==> src/rtl/sercom_pkg.sv <==
// Package: shared constants for the serial port register file.
// Assumes 32-bit word-aligned registers and an index decoded from address bits [.:2].
package sercom_pkg;
    localparam int NUM_IRQ = 4;
    localparam int NUM_REG = 8;
    localparam int WORD_W  = 32;

    // Word index of each register; software depends on these offsets.
    localparam int RG_ISTATE = 0;
    localparam int RG_IEN    = 1;
    localparam int RG_ITEST  = 2;
    localparam int RG_CTRL   = 3;
    localparam int RG_STAT   = 4;
    localparam int RG_RXD    = 5;
    localparam int RG_TXD    = 6;
    localparam int RG_FCTL   = 7;

    // Control bits that are implemented; the rest are stored as zero.
    localparam logic [WORD_W-1:0] CTRL_MASK = 32'hFFFF_03F7;
endpackage

==> src/rtl/sercom_irq.sv <==
// Module: sticky interrupt causes, enables and level outputs.
// Assumes at most one of wr_clr / wr_en / wr_test per cycle (one address per access).
// Hardware set has priority over a software clear of the same bit.
module sercom_irq #(
    parameter int N = 4
) (
    input  logic         clk,
    input  logic         rst_n,
    input  logic         wr_clr,
    input  logic         wr_en,
    input  logic         wr_test,
    input  logic [N-1:0] wdata,
    input  logic [N-1:0] evt_set,
    output logic [N-1:0] intr_state,
    output logic [N-1:0] intr_enable,
    output logic [N-1:0] irq
);
    // One flop per cause bit: set by event or test, cleared by write-1.
    for (genvar i = 0; i < N; i++) begin : g_cause
        logic clr_i;
        logic set_i;
        assign clr_i = wr_clr & wdata[i];
        assign set_i = evt_set[i] | (wr_test & wdata[i]);

        // Sticky cause update with set-wins priority.
        always_ff @(posedge clk) begin
            if (!rst_n)     intr_state[i] <= 1'b0;
            else if (set_i) intr_state[i] <= 1'b1;
            else if (clr_i) intr_state[i] <= 1'b0;
        end
    end

    // Enable register, plain load.
    always_ff @(posedge clk) begin
        if (!rst_n)     intr_enable <= '0;
        else if (wr_en) intr_enable <= wdata;
    end

    // Level outputs follow stored cause and enable.
    assign irq = intr_state & intr_enable;
endmodule

==> src/rtl/sercom_cfg.sv <==
// Module: control and FIFO-control storage plus one-cycle datapath strobes.
// Assumes decoded, mutually exclusive write selects.
module sercom_cfg
    import sercom_pkg::*;
#(
    parameter int DATA_W = 8
) (
    input  logic              clk,
    input  logic              rst_n,
    input  logic              wr_ctrl,
    input  logic              wr_fctl,
    input  logic              wr_txd,
    input  logic              rd_rxd,
    input  logic [WORD_W-1:0] wdata,
    output logic [WORD_W-1:0] ctrl_q,
    output logic [2:0]        rx_lvl,
    output logic [1:0]        tx_lvl,
    output logic              rx_flush,
    output logic              tx_flush,
    output logic              tx_push,
    output logic [DATA_W-1:0] tx_byte,
    output logic              rx_pop
);
    // Control word keeps only implemented bits.
    always_ff @(posedge clk) begin
        if (!rst_n)       ctrl_q <= '0;
        else if (wr_ctrl) ctrl_q <= wdata & CTRL_MASK;
    end

    // Interrupt level fields of the FIFO control word.
    always_ff @(posedge clk) begin
        if (!rst_n) begin
            rx_lvl <= '0;
            tx_lvl <= '0;
        end else if (wr_fctl) begin
            rx_lvl <= wdata[4:2];
            tx_lvl <= wdata[6:5];
        end
    end

    // Self-clearing strobes toward the datapath.
    always_ff @(posedge clk) begin
        if (!rst_n) begin
            rx_flush <= 1'b0;
            tx_flush <= 1'b0;
            tx_push  <= 1'b0;
            rx_pop   <= 1'b0;
        end else begin
            rx_flush <= wr_fctl & wdata[0];
            tx_flush <= wr_fctl & wdata[1];
            tx_push  <= wr_txd;
            rx_pop   <= rd_rxd;
        end
    end

    // Transmit byte holds its last written value.
    always_ff @(posedge clk) begin
        if (!rst_n)      tx_byte <= '0;
        else if (wr_txd) tx_byte <= wdata[DATA_W-1:0];
    end
endmodule

==> src/rtl/sercom_rdmux.sv <==
// Module: registered read multiplexer over one-hot selects.
// Assumes rsel is one-hot or zero; zero select returns zero.
module sercom_rdmux
    import sercom_pkg::*;
(
    input  logic                            clk,
    input  logic                            rst_n,
    input  logic                            rd,
    input  logic [NUM_REG-1:0]              rsel,
    input  logic [NUM_REG-1:0][WORD_W-1:0]  words,
    output logic [WORD_W-1:0]               rdata,
    output logic                            rvalid
);
    logic [WORD_W-1:0] mux;

    // AND-OR select; unmapped addresses give all-zero.
    always_comb begin
        mux = '0;
        for (int k = 0; k < NUM_REG; k++) begin
            mux |= words[k] & {WORD_W{rsel[k]}};
        end
    end

    // Capture the read result one cycle after the request.
    always_ff @(posedge clk) begin
        if (!rst_n) begin
            rdata  <= '0;
            rvalid <= 1'b0;
        end else begin
            rvalid <= rd;
            rdata  <= rd ? mux : '0;
        end
    end
endmodule

==> src/rtl/sercom_csr.sv <==
// Module: top of the serial port register file.
// Decodes the access port, instances cause/enable logic, configuration storage
// and the read path. Assumes byte addresses; only word-aligned ones are mapped.
module sercom_csr
    import sercom_pkg::*;
#(
    parameter int ADDR_W = 6,
    parameter int DATA_W = 8
) (
    input  logic              clk,
    input  logic              rst_n,
    input  logic              reg_wr,
    input  logic              reg_rd,
    input  logic [ADDR_W-1:0] reg_addr,
    input  logic [31:0]       reg_wdata,
    output logic [31:0]       reg_rdata,
    output logic              reg_rvalid,
    input  logic [3:0]        evt_set,
    input  logic [4:0]        st_flags,
    input  logic [DATA_W-1:0] rx_byte,
    output logic [3:0]        irq,
    output logic [31:0]       cfg_ctrl,
    output logic [2:0]        rx_lvl,
    output logic [1:0]        tx_lvl,
    output logic              rx_flush,
    output logic              tx_flush,
    output logic              tx_push,
    output logic [DATA_W-1:0] tx_byte,
    output logic              rx_pop
);
    localparam int IDX_W = ADDR_W - 2;

    logic [IDX_W-1:0]                  word_idx;
    logic                              aligned;
    logic [NUM_REG-1:0]                hit;
    logic [NUM_REG-1:0]                wsel;
    logic [NUM_REG-1:0]                rsel;
    logic [NUM_IRQ-1:0]                intr_state;
    logic [NUM_IRQ-1:0]                intr_enable;
    logic [NUM_REG-1:0][WORD_W-1:0]    words;

    assign word_idx = reg_addr[ADDR_W-1:2];
    assign aligned  = (reg_addr[1:0] == 2'b00);

    // One-hot address decode, one comparator per register.
    for (genvar k = 0; k < NUM_REG; k++) begin : g_dec
        assign hit[k] = aligned && (word_idx == IDX_W'(k));
    end

    assign wsel = hit & {NUM_REG{reg_wr}};
    assign rsel = hit & {NUM_REG{reg_rd}};

    sercom_irq #(.N(NUM_IRQ)) u_irq (
        .clk         (clk),
        .rst_n       (rst_n),
        .wr_clr      (wsel[RG_ISTATE]),
        .wr_en       (wsel[RG_IEN]),
        .wr_test     (wsel[RG_ITEST]),
        .wdata       (reg_wdata[NUM_IRQ-1:0]),
        .evt_set     (evt_set),
        .intr_state  (intr_state),
        .intr_enable (intr_enable),
        .irq         (irq)
    );

    sercom_cfg #(.DATA_W(DATA_W)) u_cfg (
        .clk      (clk),
        .rst_n    (rst_n),
        .wr_ctrl  (wsel[RG_CTRL]),
        .wr_fctl  (wsel[RG_FCTL]),
        .wr_txd   (wsel[RG_TXD]),
        .rd_rxd   (rsel[RG_RXD]),
        .wdata    (reg_wdata),
        .ctrl_q   (cfg_ctrl),
        .rx_lvl   (rx_lvl),
        .tx_lvl   (tx_lvl),
        .rx_flush (rx_flush),
        .tx_flush (tx_flush),
        .tx_push  (tx_push),
        .tx_byte  (tx_byte),
        .rx_pop   (rx_pop)
    );

    // Read-side view of every register; write-only ones read as zero.
    always_comb begin
        words            = '0;
        words[RG_ISTATE] = WORD_W'(intr_state);
        words[RG_IEN]    = WORD_W'(intr_enable);
        words[RG_CTRL]   = cfg_ctrl;
        words[RG_STAT]   = WORD_W'({st_flags[4:3], 1'b0, st_flags[2:0]});
        words[RG_RXD]    = WORD_W'(rx_byte);
        words[RG_FCTL]   = WORD_W'({tx_lvl, rx_lvl, 2'b00});
    end

    sercom_rdmux u_rd (
        .clk    (clk),
        .rst_n  (rst_n),
        .rd     (reg_rd),
        .rsel   (rsel),
        .words  (words),
        .rdata  (reg_rdata),
        .rvalid (reg_rvalid)
    );
endmodule

==> config.mk <==
export PLATFORM = sky130hd
export DESIGN_NAME = sercom_csr
export DESIGN_NICKNAME = d
export VERILOG_FILES = /design/src/rtl/sercom_pkg.sv /design/src/rtl/sercom_irq.sv /design/src/rtl/sercom_cfg.sv /design/src/rtl/sercom_rdmux.sv /design/src/rtl/sercom_csr.sv
export SDC_FILE = /design/constraint.sdc
export NUM_CORES = 1
export LEC_CHECK = 0
export BUFFER_PORTS_ARGS = -buffer_cell sky130_fd_sc_hd__buf_2
export CORE_MARGIN = 5
export CORE_UTILIZATION = 48
export CTS_BUF_LIST = sky130_fd_sc_hd__clkbuf_8
export CTS_CLUSTER_DIAMETER = 80
export DETAILED_ROUTE_END_ITERATION = 10
export PLACE_DENSITY = 0.82
export SLEW_MARGIN = 20
export SYNTH_ARGS = -nofsm -noshare
export SYNTH_HDL_FRONTEND = slang
export SYNTH_SLANG_ARGS = --single-unit
==> constraint.sdc <==
create_clock -name clk -period 2 [get_ports clk]
set_clock_uncertainty 0.1 [all_clocks]
set_input_delay 0.1 -clock clk [delete_from_list [all_inputs] [get_ports clk]]
set_output_delay 0.1 -clock clk [all_outputs]
set_load 0.1 [all_outputs]
=== Word level (Yosys, flattened, before mapping) ===
Cells that the tools add are included.

* Equal/unequal tests: 7
* Muxes and demuxes: 8
* Bitwise operators: 28
* Reductions and logical operators: 15

{| class="wikitable"
|+ Operators with widths
! operator !! count
|-
| $or A32 B32 Y32 || 5
|-
| $and A4 B32 Y32 || 2
|-
| $and A32 B32 Y32 || 1
|-
| $and A6 B32 Y32 || 1
|-
| $and A7 B32 Y32 || 1
|-
| $and A8 B32 Y32 || 1
|-
| $and A8 B8 Y8 || 2
|-
| $eq A4 B3 Y1 const B || 4
|-
| $and A1 B1 Y1 || 10
|-
| $eq A4 B2 Y1 const B || 2
|-
| $logic_and A1 B1 Y1 || 8
|-
| $mux W1 || 8
|-
| $reduce_bool A2 Y1 || 4
|-
| $and A4 B4 Y4 || 1
|-
| $eq A4 B1 Y1 const B || 1
|-
| $logic_not A4 Y1 || 1
|-
| $or A1 B1 Y1 || 4
|-
| $logic_not A2 Y1 || 1
|-
| $reduce_and A2 Y1 || 1
|}

* Register bits after elaboration: 83
* Input bits: 59
* Output and inout bits: 86
* Word-level logic and storage cells: 73

=== Longest topological paths before layout ===
Gate-level depths: netlist of the first run.

* Word-level depth: 9
* Mapped depth: 6
* Gate-level depth less buffers: 3

=== Hierarchy ===
From an unflattened synthesis of the first run, not the netlist that was laid out.

* Cells, all modules: 421
* Area, all modules: 4232.8 um^2

{| class="wikitable"
|+ Modules (own cells, without submodules)
! module !! instances !! cells an instance !! area each (um^2) !! seq. area each (um^2)
|-
| sercom_rdmux || 1 || 222 || 2087.0 || 660.6
|-
| sercom_cfg || 1 || 139 || 1616.6 || 840.8
|-
| sercom_irq || 1 || 33 || 366.6 || 160.2
|-
| sercom_csr || 1 || 27 || 162.7 || 0.0
|}

=== Worst setup path after synthesis of the first run ===
OpenSTA, ideal clock, no wires.

* Path kind: register to register
* Start point: register u_cfg.rx_lvl[0]
* End point: register u_rd.rdata[2]
* Setup time: 0.058 ns
* Arrival: 1.616 ns
* Data required time: 1.842 ns
* Path slack: 0.226 ns
* Stages on the path, launching flop included: 4
* Path buffers: 0
* Period minus slack after synthesis: 1.774 ns
* Cell sequence: dfxtp_1 > nand3_1 > a2111oi_0 > a211o_1

* Cells in the longest elaborated chain, start to end: 2

{| class="wikitable"
|+ RTL lines
! item !! line !! text
|-
| start, declared || sercom_cfg.sv:16 || <nowiki>output logic [2:0] rx_lvl,</nowiki>
|-
| start signal, assigned || sercom_cfg.sv:36 || <nowiki>rx_lvl <= wdata[4:2];</nowiki>
|-
| $and A7 B32 Y32 || sercom_rdmux.sv:20 || <nowiki>mux |= words[k] & {WORD_W{rsel[k]}};</nowiki>
|-
| $or A32 B32 Y32 || sercom_rdmux.sv:20 ||
|-
| end signal, assigned || sercom_rdmux.sv:31 || <nowiki>rdata <= rd ? mux : '0;</nowiki>
|-
| end, declared || sercom_rdmux.sv:11 || <nowiki>output logic [WORD_W-1:0] rdata,</nowiki>
|}

No other way between the ends.
A chain may end at the register's enable or synchronous reset.

=== Worst setup path after layout of the first run ===
* Start point: register u_irq.intr_state[3]
* End point: output port irq[3]

* Cells in the longest elaborated chain, start to end: 1

{| class="wikitable"
|+ RTL lines
! item !! line !! text
|-
| start, declared || sercom_irq.sv:14 || <nowiki>output logic [N-1:0] intr_state,</nowiki>
|-
| start signal, assigned by index || sercom_irq.sv:27 || <nowiki>if (!rst_n) intr_state[i] <= 1'b0;</nowiki>
|-
| start signal, assigned by index || sercom_irq.sv:28 || <nowiki>else if (set_i) intr_state[i] <= 1'b1;</nowiki>
|-
| start signal, assigned by index || sercom_irq.sv:29 || <nowiki>else if (clr_i) intr_state[i] <= 1'b0;</nowiki>
|-
| $and A4 B4 Y4 || sercom_irq.sv:40 || <nowiki>assign irq = intr_state & intr_enable;</nowiki>
|-
| end, declared || sercom_csr.sv:21 || <nowiki>output logic [3:0] irq,</nowiki>
|}

No other way between the ends.

==> impl_metrics.tcl, run 1 <==
set metrics [dict create \
    outcome "finished clean" \
    antenna_cells 0 \
    ys_types 39 \
    yosysMostFrequentCell "dfxtp_1" \
    syn_area_um2 3190 \
    syn-mean-instance-area_um2 9.62 \
    ant_nets 0 \
    synth_area_leaders "dfxtp_1 (48%), mux2i_1 (15%), nand2_1 (8.2%), and2_1 (4.7%), buf_4 (3.1%)" \
    cp_max_fo 4 \
    grt_util_met2_pct 34.1 \
    cts.sink_count 77 \
    netlist_instances 331 \
    gp_congestion 0.898 \
    synth_mux_area_share_pct 16.5 \
    tightest_slew_ns 0.519 \
    busiest_layer "met2" \
    root_buffer "clkbuf_8" \
    yosys.area_share.simple_pct 22.3 \
    grt_pass1_vias 2885 \
    grt_pass1_wl_mm 14.1 \
    core_um2 6390 \
    yosysTopAreaCellShare_pct 48.4 \
    dr.first_iter.drc_count 97 \
    post-route-period-util_pct 75.0 \
    drc 0 \
    numCtsBuffers 9 \
    synth_fa_ha_area_share_pct 0 \
    vias 2861 \
    dp.final_hpwl_mm 6.19 \
    worstSetupStartpointType "flip-flop" \
    relSlewSlack_pct 65.6 \
    hold_viol_final 0 \
    start_util_pct 49.9 \
    synth_commonest_cells "dfxtp_1 (77), nand2_1 (70), mux2i_1 (47), and2_1 (24), clkbuf_1 (16)" \
    drt-pass1-iter-count 4 \
    vias_per_cell 5.05 \
    io_pins 145 \
    yosys.area.top_type "dfxtp_1" \
    p_total_uw 3280 \
    ys_warn_count 0 \
    antenna_found_initial 0 \
    hp-class "input pin to flip-flop" \
    p_leak_uw 0.00209 \
    placed_cell_area_um2 3840 \
    clk_pin_slew_ns 0.07 \
    synth-seq-area-share_pct 48.4 \
    port_buffers 125 \
    h-tree-depth 3 \
    grt_max_degree 36 \
    rsz0062_at_grt "no" \
    worstPathRequired_ns 1.80 \
    die_h_um 91.5 \
    synth_xor_area_share_pct 0 \
    synth_top_family_by_area "simple AND/OR/NAND/NOR gates" \
    crit_type "flip-flop to primary output" \
    clock_path_buffers 2 \
    fmax_mhz 667 \
    setup_tns_ns 0 \
    fin_nets 544 \
    final_area_um2 4390 \
    worstPathArrival_ns 1.30 \
    async_flop_share_pct 0 \
    final_cells 566 \
    end_kind "primary output" \
    setup_violations 0 \
    place_inst 520 \
    drive_gt1_share_pct 33.1 \
    global_route.overflow_total 0 \
    p_per_area_nw_per_um2 748 \
    row_count 29 \
    track_usage_pct 20.7 \
    cap_viol_max_count 0 \
    die_w_um 91.5 \
    synth_edf_count 0 \
    drv_slew 0 \
    min_period_ns 1.50 \
    drt-total-wl_mm 8.69 \
    met3_usage_pct 6.78 \
    met1_usage_pct 25.0 \
    ys.flop_type "dfxtp_1" \
    synth_compound_area_share_pct 5.03 \
    wire_per_inst_um 15.3 \
    ir_worst_vdd_mv 0.590 \
    clock_latency_ns 0.34 \
    tritoncts "yes" \
    ys_ff_latch 77 \
    area_growth_pct 37.7 \
    dieArea_um2 8370 \
]
-- worst paths after layout --
path	from	end	slack [ns]	cells after the start
worst max-delay path	u_irq.intr_state[3]	irq[3]	0.50	2
worst min-delay path	rx_byte[4]	u_rd.rdata[4]	0.03	3
worst max register to register	u_cfg.rx_lvl[0]	u_rd.rdata[2]	0.79	3
worst min register to register	u_cfg.tx_byte[5]	u_cfg.tx_byte[5]	0.36	2
-- final cells by class --
cell class	count	area (µm²)
Clock inverter	3	67.6
Timing Repair Buffer	167	1030
Tap cell	77	96.3
Multi-Input combinational cell	223	1460
Fill cell	527	2000
Inverter	7	26.3
Clock buffer	12	165
Sequential cell	77	1540
-- registers in the layout (all words and copies together) (netlist names) --
signal,flops
u_cfg.ctrl_q,25
u_cfg.rx_pop,1
u_rd.rdata,26
u_irq.intr_state,4
u_cfg.rx_lvl,3
u_cfg.tx_byte,8
u_cfg.tx_lvl,2
u_irq.intr_enable,4
u_cfg.tx_push,1
u_cfg.rx_flush,1
u_cfg.tx_flush,1
u_rd.rvalid,1
-- kinds of logic after synthesis --
group | after synthesis
muxes | 52
AOI/OAI and AO/OA | 19
buffers and inverters | 43
DFF | 77
other | 1
and+or+nand+nor | 139
-- worst max-delay path, stage by stage, from the launching register on --
cell and delay, ns:
dfxtp_1 0.39, and2_1 0.15, buf_2 0.42
-- metrics by stage --
| step | util [%] | hold slack (ns) | worst slack, ns |
|---|---|---|---|
| global placement | 60.2 | 0.249 | 0.252 |
| detailed placement | 60.2 | 0.258 | 0.184 |
| finish | 68.7 | 0.0282 | 0.501 |
| floorplan | - | 0.142 | 0.226 |
| CTS | 68.7 | 0.00434 | 0.490 |
| global route | 68.7 | 0.0178 | 0.451 |
-- power by group --
| part | internal, µW | total [µW] | switching (µW) | leakage, µW |
|---|---|---|---|---|
| clock network | 798 | 1330 | 531 | 0.000115 |
| registers | 1550 | 1560 | 11.6 | 0.000622 |
| logic | 130 | 396 | 266 | 0.00136 |
-- cell usage in the layout (no fill, tap or decap), types with 2 or more instances in the layout --
cell | synthesis | routed
nor4_1 | 4 | 4
conb_1 | 1 | 13
nand4_1 | 3 | 3
a211o_1 | 5 | 5
nor3_2 | 1 | 2
nor3_1 | 9 | 8
mux2_2 | 5 | 5
and2_1 | 24 | 24
nand2b_1 | 2 | 2
dfxtp_1 | 77 | 77
buf_2 | 2 | 125
buf_4 | 13 | 10
and3_1 | 5 | 5
bufinv_16 | 0 | 2
a21oi_1 | 2 | 2
inv_1 | 7 | 7
o21a_1 | 4 | 4
a221o_1 | 3 | 3
nand2_1 | 70 | 70
clkbuf_8 | 0 | 12
mux2i_1 | 47 | 47
dlygate4sd3_1 | 0 | 31
nand3_1 | 6 | 6
nor2b_1 | 5 | 5
-- timing repair --
action | in CTS | in global routing
endpoints found under the hold margin | 41 | 0
hold buffers | 31 | 0
buffers inserted | 0 | 0
gates resized for setup | 0 | 0
endpoints found under the setup margin | 0 | 0
-- routing by layer --
metal	share of wire, %	up-vias
li1	-	1398
met1	40	1312
met2	49	138
met3	9.1	13
met4	1.6	0
met5	0	-
Power figures use the tool's default switching activity.
==> inputs of run 2 (changes only) <==
==> constraint.sdc (replaced) <==
create_clock -name clk -period 1.6 [get_ports clk]
set_clock_uncertainty 0.1 [all_clocks]
set_input_delay 0.08 -clock clk [delete_from_list [all_inputs] [get_ports clk]]
set_output_delay 0.08 -clock clk [all_outputs]
set_load 0.1 [all_outputs]
==> run 2 against run 1 <==
First-iteration DRC count is the same. Worst setup slack lost 0.37 ns. Global-route usage is essentially flat. Count of clock-buffer cells in the layout fell by 2. Sequential cell count did not move. Non-clock buffer count rose by 5. Routed wire length down 1.4%. Register-to-register slack got worse by 0.58 ns.
==> impl_metrics.tcl, run 2 (same netlist as run 1, synthesis figures left out) <==
set metrics [dict create \
    p_per_area_nw_per_um2 877 \
    outcome "finished clean" \
    end_kind "primary output" \
    row_count 29 \
    dr.first_iter.drc_count 97 \
    die_w_um 91.5 \
    h-tree-depth 3 \
    start_util_pct 49.9 \
    rsz0062_at_grt "no" \
    drc 0 \
    holdWs_ns 0.0164 \
    regArea_um2 1550 \
    tritoncts "yes" \
    cts.sink_count 77 \
    largest-register "u_rd.rdata" \
    placed_cell_area_um2 3900 \
    dieArea_um2 8370 \
    worstPathRequired_ns 1.42 \
    post-route-period-util_pct 92.1 \
    area_growth_pct 38.6 \
    ir_worst_vdd_mv 0.667 \
    fill_cells 496 \
    most-common-layout-cells "buf_2 (125), dfxtp_1 (74), nand2_1 (70), mux2i_1 (47), dlygate4sd3_1 (32)" \
    wire_per_inst_um 15.0 \
    top_regs "u_rd.rdata: 26 flops, u_cfg.ctrl_q: 25 flops, u_cfg.tx_byte: 8 flops" \
    min_period_ns 1.47 \
    core_um2 6390 \
    ant_nets 0 \
    grt_pass1_wl_mm 14.1 \
    drive_gt1_share_pct 34.0 \
    fin_nets 549 \
    track_usage_pct 20.7 \
    tightest_slew_ns 0.661 \
    die_h_um 91.5 \
    cts_resized 0 \
    port_buffers 125 \
    antenna_cells 0 \
    largest_reg_flops 26 \
    cap_viol_max_count 0 \
    drt-total-wl_mm 8.57 \
    hold_viol_final 0 \
    multi_input_area_um2 1460 \
    cp_max_fo 3 \
    crit_type "flip-flop to primary output" \
    grt_pass1_vias 2904 \
    met3_usage_pct 6.28 \
    vias_per_cell 4.99 \
    grt_max_degree 31 \
    final_common_cell "buf_2" \
    grt_util_met2_pct 34.2 \
    worstSetupStartpointType "flip-flop" \
    relSlewSlack_pct 54.8 \
    drt-pass1-iter-count 4 \
    fmax_mhz 678 \
    dp.final_hpwl_mm 6.25 \
    global_route.overflow_total 0 \
    clk_pin_slew_ns 0.07 \
    r2r_slack_ns 0.21 \
    met1_usage_pct 25.6 \
    drv_slew 0 \
    numCtsBuffers 9 \
    clock_path_buffers 2 \
    io_pins 145 \
    root_buffer "clkbuf_8" \
    clock_latency_ns 0.34 \
    worstPathArrival_ns 1.29 \
    busiest_layer "met2" \
    p_leak_uw 0.00211 \
    setup_violations 0 \
    vias 2851 \
    hp-class "input pin to flip-flop" \
    final_area_um2 4410 \
    antenna_found_initial 0 \
    gp_congestion 0.893 \
]
==> run 2: cell count changes in the layout (fill, tap and decap cells not counted) <==
cell	before	now
buf_12	1	3
buf_4	10	12
bufinv_16	2	1
clkbuf_8	12	10
clkinv_2	0	2
clkinv_4	0	1
clkinvlp_4	1	0
dfxtp_1	77	74
dfxtp_2	0	3
dlygate4sd3_1	31	32
inv_1	7	8
==> run 2: layout make-up <==
class / instances / share of cell area [%]
Sequential cell: 77 / 35.0
Multi-Input combinational cell: 223 / 33.1
Timing Repair Buffer: 172 / 24.8
Clock buffer: 10 / 3.12
Tap cell: 77 / 2.18
Clock inverter: 5 / 1.19
Inverter: 7 / 0.595
==> run 2: repair_timing <==
| action | in CTS | in global routing |
|---|---|---|
| hold buffers | 32 | 0 |
| setup buffers | 0 | 0 |
| endpoints found under the hold margin | 45 | 0 |
| endpoints found under the setup margin | 0 | 0 |
==> run 2: worst paths after layout <==
kind / start / end / cells past startpoint
setup / recovery: u_irq.intr_enable[2] / irq[2] / 2
hold / removal: rx_byte[4] / u_rd.rdata[4] / 3
setup reg to reg: u_cfg.rx_lvl[0] / u_rd.rdata[2] / 3
hold reg to reg: u_cfg.tx_byte[6] / u_cfg.tx_byte[6] / 2
==> run 2: layer usage <==
layer	up-vias	part of all wire [%]
met4	0	1.0
met5	-	0
met3	9	8.6
li1	1408	-
met1	1324	41
met2	110	49
==> run 2: stage by stage <==
step,utilization (%),setup WS (ns),cells,power (µW),TNS (ns)
6_report,69.1,0.126,571,3870,0
5_1_grt,69.1,0.0644,571,4020,0
3_5_place_dp,61.1,-0.111,524,2430,-2.44
4_1_cts,69.1,0.0995,571,3900,0
3_3_place_gp,61.1,-0.0880,524,2420,-1.37
2_1_floorplan,-,0.00214,343,2330,0
==> run 2: worst max-delay path, cell delays in order (launching register included) <==
cell and delay [ns]:
dfxtp_1 0.40, and2_1 0.14, buf_2 0.42
==> run 2: power by group <==
part           total (µW)  internal (µW)  switching (µW)
clock network        1420            746             677
logic                 501            169             332
registers            1950           1930            14.7
total                3870           2850            1020
